### config.mk
export PLATFORM = sky130hd
export DESIGN_NAME = audio_regwin
export DESIGN_NICKNAME = d
export VERILOG_FILES = /design/src/rtl/audio_regwin.sv
export SDC_FILE = /design/constraint.sdc
export NUM_CORES = 1
export LEC_CHECK = 0
export BUFFER_PORTS_ARGS = -buffer_cell sky130_fd_sc_hd__buf_2
export CAP_MARGIN = 40
export CORE_ASPECT_RATIO = 0.6
export CORE_UTILIZATION = 60
export CTS_BUF_LIST = sky130_fd_sc_hd__clkbuf_4 sky130_fd_sc_hd__clkbuf_8
export DETAILED_ROUTE_END_ITERATION = 10
export MAX_ROUTING_LAYER = met4
export PLACE_DENSITY = 0.83
export RECOVER_POWER = 100
export SLEW_MARGIN = 20
export SYNTH_ARGS = -nofsm -noshare
export SYNTH_HDL_FRONTEND = slang
export SYNTH_SLANG_ARGS = --single-unit
### constraint.sdc
create_clock -name clk -period 7.9 [get_ports clk]
set_clock_uncertainty 0.05 [all_clocks]
set_input_delay 1.185 -clock clk [delete_from_list [all_inputs] [get_ports clk]]
set_output_delay 1.185 -clock clk [all_outputs]
set_load 0.05 [all_outputs]
### src/rtl/audio_regwin.sv
module audio_regwin #(
  parameter int ADDR_W = 16
) (
  input  logic              clk,
  input  logic              rst_n,
  input  logic [ADDR_W-1:0] bus_addr,
  input  logic [1:0]        bus_size,
  input  logic              bus_wr,
  input  logic              bus_rd,
  input  logic [31:0]       bus_wdata,
  output logic [31:0]       bus_rdata,
  output logic              irq,
  output logic [31:0]       ctl_out,
  output logic [31:0]       sctl_out,
  input  logic [2:0]        chan_done
);
  localparam logic [1:0] SZ_B = 2'd0;
  localparam logic [1:0] SZ_H = 2'd1;
  localparam logic [1:0] SZ_W = 2'd2;
  localparam int         NCH  = 3;

  logic [31:0] ctl, sctl, ctl_nx, sctl_nx, codec, status, rd_val;
  logic [3:0]  page;
  logic [2:0]  pend, en_old, en_new;
  logic [15:0] scnt [NCH];
  logic [31:0] faddr [NCH];
  logic [31:0] fcnt [NCH];
  logic [7:0]  off;
  logic [11:0] ea;
  logic        addr_unused;

  assign addr_unused = ^bus_addr[ADDR_W-1:8];
  assign off = bus_addr[7:0];
  assign ea  = (off[7:4] == 4'h3) ? {page, off} : {4'h0, off};

  assign status   = {|pend, 24'h0, 2'b11, 2'b00, pend[0], pend[1], pend[2]};
  assign irq      = status[31];
  assign ctl_out  = ctl;
  assign sctl_out = sctl;
  assign en_old   = sctl[10:8];
  assign en_new   = sctl_nx[10:8];

  always_comb begin
    ctl_nx  = ctl;
    sctl_nx = sctl;
    if (bus_wr) begin
      case (bus_size)
        SZ_B: begin
          if (ea[11:2] == 10'h000) ctl_nx[{ea[1:0], 3'b000} +: 8] = bus_wdata[7:0];
          if (ea[11:2] == 10'h008) sctl_nx[{ea[1:0], 3'b000} +: 8] = bus_wdata[7:0];
        end
        SZ_H: begin
          if (ea == 12'h000) ctl_nx[15:0]  = bus_wdata[15:0];
          if (ea == 12'h002) ctl_nx[31:16] = bus_wdata[15:0];
        end
        SZ_W: begin
          if (ea == 12'h000) ctl_nx  = bus_wdata;
          if (ea == 12'h020) sctl_nx = bus_wdata;
        end
        default: ;
      endcase
    end
  end

  always_ff @(posedge clk) begin
    if (!rst_n) begin
      ctl   <= 32'h1;
      sctl  <= '0;
      page  <= '0;
      codec <= '0;
      pend  <= '0;
      for (int i = 0; i < NCH; i++) begin
        scnt[i]  <= '0;
        faddr[i] <= '0;
        fcnt[i]  <= '0;
      end
    end else begin
      ctl  <= ctl_nx;
      sctl <= sctl_nx;
      pend <= (pend & ~(en_old & ~en_new)) | (chan_done & en_old);
      if (bus_wr) begin
        if ((bus_size == SZ_B || bus_size == SZ_W) && ea == 12'h00C) page <= bus_wdata[3:0];
        if (bus_size == SZ_H && ea == 12'h010) codec <= {16'h0, bus_wdata[15:0]};
        if (bus_size == SZ_H || bus_size == SZ_W) begin
          case (ea)
            12'h024: scnt[0] <= bus_wdata[15:0];
            12'h028: scnt[1] <= bus_wdata[15:0];
            12'h02C: scnt[2] <= bus_wdata[15:0];
            default: ;
          endcase
        end
        if (bus_size == SZ_W) begin
          case (ea)
            12'hC30: faddr[0] <= bus_wdata;
            12'hC34: fcnt[0]  <= bus_wdata;
            12'hC38: faddr[1] <= bus_wdata;
            12'hC3C: fcnt[1]  <= bus_wdata;
            12'hD30: faddr[2] <= bus_wdata;
            12'hD34: fcnt[2]  <= bus_wdata;
            default: ;
          endcase
        end
      end
    end
  end

  always_comb begin
    rd_val = '1;
    case (bus_size)
      SZ_B: begin
        if (ea == 12'h01B) rd_val = 32'd5;
        else if (ea == 12'h00C) rd_val = {28'h0, page};
        else if (ea[11:2] == 10'h000) rd_val = {24'h0, ctl[{ea[1:0], 3'b000} +: 8]};
        else if (ea[11:2] == 10'h001) rd_val = {24'h0, status[{ea[1:0], 3'b000} +: 8]};
      end
      SZ_H: begin
        case (ea)
          12'h026, 12'h02A, 12'h02E: rd_val = '0;
          12'hC34: rd_val = {16'h0, fcnt[0][15:0]};
          12'hC36: rd_val = {16'h0, fcnt[0][31:16]};
          12'hC3C: rd_val = {16'h0, fcnt[1][15:0]};
          12'hC3E: rd_val = {16'h0, fcnt[1][31:16]};
          12'hD34: rd_val = {16'h0, fcnt[2][15:0]};
          12'hD36: rd_val = {16'h0, fcnt[2][31:16]};
          default: ;
        endcase
      end
      SZ_W: begin
        case (ea)
          12'h000: rd_val = ctl;
          12'h004: rd_val = status;
          12'h00C: rd_val = {28'h0, page};
          12'h010: rd_val = codec;
          12'h020: rd_val = sctl;
          12'h024: rd_val = {16'h0, scnt[0]};
          12'h028: rd_val = {16'h0, scnt[1]};
          12'h02C: rd_val = {16'h0, scnt[2]};
          12'hC30: rd_val = faddr[0];
          12'hC34: rd_val = fcnt[0];
          12'hC38: rd_val = faddr[1];
          12'hC3C: rd_val = fcnt[1];
          12'hD30: rd_val = faddr[2];
          12'hD34: rd_val = fcnt[2];
          default: ;
        endcase
      end
      default: ;
    endcase
  end

  always_ff @(posedge clk) begin
    if (!rst_n)      bus_rdata <= '0;
    else if (bus_rd) bus_rdata <= rd_val;
  end
endmodule


# == Word level (Yosys, flattened, before mapping) ==
# Memories as Yosys holds them, arrays and structs flattened.
# Index checks and enable logic that the tools add are counted.
# totals
ff_bits,119
ramBits,240
wordCells,153
inputBits,57
mem_count,3
out_inout_bits,97
# classes
shifts,4
n_eq_ne,32
n_reduce_logical,16
add_sub_neg,1
bitwise,15
muxes,74
# mem_list
memory,depth,word_bits,read_ports,rd_ports_with_merged_regs,wr,line,rtl
faddr,3,32,3,0,3,26,logic [31:0] faddr [NCH];
fcnt,3,32,3,0,3,27,logic [31:0] fcnt [NCH];
scnt,3,16,3,0,3,25,logic [15:0] scnt [NCH];
# op_table
cell,count
$mux W32,14
$pmux W32 S14,1
$pmux W32 S7,1
$pmux W32 S3,2
$eq A12 B12 Y1 const B,9
$eq A12 B6 Y1 const B,7
$mux W16,5
$bwmux W32,2
$pmux W32 S2,1
$shiftx A32 B6 Y8,2
$mux W1,46
$shift A8 B7 Y32 const A,1
$shiftx A8 B7 Y32,1
$eq A12 B5 Y1 const B,2
$eq A12 B2 Y1 const B,1
$eq A12 B3 Y1 const B,1
$eq A12 B4 Y1 const B,1
$logic_not A12 Y1,1
$mux W12,1
$mux W11,1
$eq A10 B1 Y1 const B,1
$eq A10 B4 Y1 const B,1
$logic_not A10 Y1,1
$ne A2 B2 Y1 const B,5
18 further kinds,34

# == Logic depth before layout (Yosys ltp) ==
# depth
word_depth,13
depth_mapped,11
ltp_nobuf,8

# == Worst setup path before layout ==
# No wires, ideal clock.
# synth_timing
kind,input-to-reg
start,input port bus_addr[1]
end,"memory fcnt[0][0], enable pin"
stages,9
t_arrival_ns,5.331
slack_ns,2.049
setup_ns,0.470
required_ns,7.380
path_buffers,3
path_cell_list,buf_1 > inv_1 > ha_1 > clkbuf_1 > nand3b_1 > nor2_1 > buf_2 > nand2_1 > o31ai_1
# synth_lines
item,line,rtl
"start, declared",6,"input logic [ADDR_W-1:0] bus_addr,"
"end, declared",27,

==> results.py <==
metrics = {
    "clock_network": {
        "root_buffer": "clkbuf_8",
        "cts_tree": "yes",
        "numCtsBuffers": 52,
        "clock_latency_ns": 0.61,
        "path_clk_slew_ns": 0.06,
        "hold_buffers": 0,
        "cts-htree-levels": 2,
        "ctsResizeCount": 0,
        "cts_buffer_depth": 3,
        "cts.sinks": 359,
        "cts_setup_buffers": 0,
    },
    "setup_path": {
        "critical_path_arrival_ns": 6.24,
        "end_kind": "register",
        "worstPathRequired_ns": 8.11,
        "crit_type": "input port to register",
        "cp-start-kind": "input port",
        "crit_fanout": 26,
    },
    "synthesis": {
        "synth_cell_types": 75,
        "ys_ff_latch": 359,
        "synth_top_area_share_pct": 42.0,
        "postSynthNetCount": 1575,
        "synth_edf_count": 240,
        "synth.avg_cell_area_um2": 11.4,
        "synth_xor_area_share_pct": 0,
        "synth_area_um2": 17200,
        "yosysWarnings": 0,
        "synth-adder-area-share_pct": 0.583,
        "synthArstFlopShare_pct": 0,
        "synth_compound_area_share_pct": 17.7,
        "synth_ff_type": "edfxtp_1",
        "seq_area_frac_synth_pct": 55.8,
        "synth_top_area_cell": "edfxtp_1",
        "synth.area.top_cells": "edfxtp_1 42%, dfxtp_1 14%, mux2i_1 6.6%",
        "synthMuxAreaShare_pct": 8.49,
        "synthCells": 1510,
        "synth_top_family_by_area": "compound AO/OA/AOI/OAI gates",
        "synth-simple-area-share_pct": 14.2,
    },
    "floorplanning": {
        "core-area_um2": 27800,
        "start_util_pct": 61.7,
        "die_h_um": 133,
        "dieArea_um2": 29300,
        "dieWidth_um": 220,
        "row_count": 47,
        "io_pins": 154,
    },
    "global_routing": {
        "grt_pass1_vias": 13600,
        "grt-ovfl-total": 0,
        "track_usage_pct": 42.7,
        "grt_pass1_wl_um": 87700,
        "antenna_found_initial": 3,
        "grt_max_degree": 92,
    },
    "layout": {
        "layout_common_cells": "240 x edfxtp_1, 118 x dfxtp_1, 118 x clkbuf_1",
        "final_cells": 2051,
        "drive_gt1_share_pct": 12.2,
        "fill_cells": 2143,
        "nNetsFinal": 1703,
        "final_common_cell": "edfxtp_1",
        "syn_to_final_growth_pct": 11.8,
    },
    "placement": {
        "dp_slack_ns": 3.02,
        "gp_congestion": 0.997,
        "numPlacedInstances": 1944,
        "io_buffers": 145,
        "hpwlAfterDp_um": 41500,
    },
    "routing": {
        "via_per_inst": 7.08,
        "wire_per_inst_um": 29.6,
        "totalWireLength_um": 60600,
        "drc_errors": 8,
        "ant_nets": 0,
        "vias": 14500,
        "drt_iter0_markers": 2003,
        "drt-pass1-iter-count": 9,
    },
    "status": {
        "status": "finished, violations left",
        "violations": "design-rule violations, max-capacitance violations, max-slew violations",
    },
    "power_and_ir_drop": {
        "p_int_w": 0.00299,
        "p_sw_share_pct": 27.4,
        "vdd_drop_max_mv": 0.140,
        "p_leak_nw": 6.88,
        "pwr-share-comb_pct": 10.7,
        "power_frac_clock_pct": 37.7,
        "p_switching_w": 0.00113,
        "power_density_nw_per_um2": 215,
        "p_seq_share_pct": 51.6,
        "total_power_w": 0.00412,
    },
    "sta": {
        "hold_slack_ns": 0.428,
        "setup_violations": 0,
        "tightestPinTransition_ns": 2.01,
        "finalWorstSetupSlack_ns": 1.88,
        "post-route-min-period_ns": 6.02,
        "slew_headroom_pct": -34.3,
        "finalSetupTns_ns": 0,
        "timing.final.crit_share_pct": 76.2,
        "max_freq_mhz": 166,
        "finalHoldViolations": 0,
        "rsz0062_at_grt": "false",
        "drv_slew": 107,
    },
    "hold_path": {
        "holdCritPathClass": "register to register",
    },
    "job": {
        "drv_cap": 4,
    },
}
-- logic make-up after synthesis --
group | count (synthesis)
compound gates | 425
fa+ha+maj | 8
buf+inv | 133
flops | 359
mux | 133
simple gates | 452
-- power groups by stage --
| stage | combinational, W | clock (W) | sequential, W |
|---|---|---|---|
| 2_1_floorplan | 0.000188 | 0 | 0.00224 |
| 3_3_place_gp | 0.000419 | 0 | 0.00216 |
| 3_5_place_dp | 0.000429 | 0 | 0.00216 |
| 4_1_cts | 0.000431 | 0.00154 | 0.00212 |
| 5_1_grt | 0.000455 | 0.00162 | 0.00213 |
| 6_report | 0.000442 | 0.00156 | 0.00213 |
-- flip-flops by register name (all words and copies together), names as in the netlist, named ones only --
signal / count
faddr: 96
bus_rdata: 32
fcnt: 96
scnt: 48
codec: 16
sctl_out: 32
page: 4
pend: 3
-- cells in the mapped netlist, types with 6 or more instances --
master / n
edfxtp_1: 240
dfxtp_1: 119
mux2i_1: 113
nand2_1: 111
and2_1: 85
o21ai_0: 82
clkbuf_1: 81
a21oi_1: 63
nor2_1: 63
nor2b_1: 55
a22oi_1: 50
nand3_1: 37
o211a_1: 37
buf_2: 28
nor3_1: 28
a221oi_1: 24
o22ai_1: 22
a31oi_1: 18
o211ai_1: 15
a22o_1: 14
nand2b_1: 13
a21boi_0: 11
mux2_2: 11
buf_1: 10
inv_1: 10
o21a_1: 10
o2bb2ai_1: 10
o32ai_1: 10
mux4_2: 9
o31ai_1: 9
ha_1: 8
or2_2: 7
or3_1: 7
a221o_1: 6
and3_1: 6
nor4_1: 6
-- metrics by stage --
| stage | utilization [%] | cell area, µm² |
|---|---|---|
| after floorplan | - | 17200 |
| after global placement | 65.3 | 18200 |
| after detailed placement | 65.7 | 18300 |
| after CTS | 69.5 | 19300 |
| after global routing | 69.0 | 19200 |
| final | 69.0 | 19200 |
-- final timing paths --
kind | endpoint | start | depth (start not counted) | slack [ns]
worst max register to register | fcnt[0][68]$_DFFE_PP_ | page[1]$_SDFFE_PN0P_ | 7 | 3.64
worst min-delay path | bus_rdata[23]$_SDFFE_PN0P_ | bus_rdata[23]$_SDFFE_PN0P_ | 2 | 0.43
worst max-delay path | fcnt[0][68]$_DFFE_PP_ | bus_addr[1] | 11 | 1.88
worst min register to register | bus_rdata[23]$_SDFFE_PN0P_ | bus_rdata[23]$_SDFFE_PN0P_ | 2 | 0.43
-- routing by layer --
layer | vias to the layer above | wire length [µm] | global-route usage (%)
met1 | 6971 | 22300 | 57.1
met3 | 197 | 11800 | 21.8
met4 | 0 | 2110 | 14.1
met2 | 1317 | 24400 | 55.4
li1 | 6044 | - | -
met5 | - | 0 | -
-- cell type report --
class	count	area, µm²	area share, %
clock inverters	33	248	1.29
diodes	4	10.0	0.0522
repair buffers	196	977	5.09
well taps	367	459	2.39
multi-input cells	1018	7050	36.8
inverters	11	41.3	0.215
clock buffers	63	811	4.23
flip-flops and latches	359	9590	50.0
-- worst max-delay path, stage by stage --
cell      delay [ns]
clkbuf_1        0.34
inv_1           0.21
ha_1            0.34
clkbuf_1        0.91
nand3b_1        0.33
nor2_1          0.16
clkbuf_1        1.10
nand2_1         0.65
o31ai_4         0.41
buf_6           0.25
buf_4           0.32
Power figures use the tool's default switching activity.
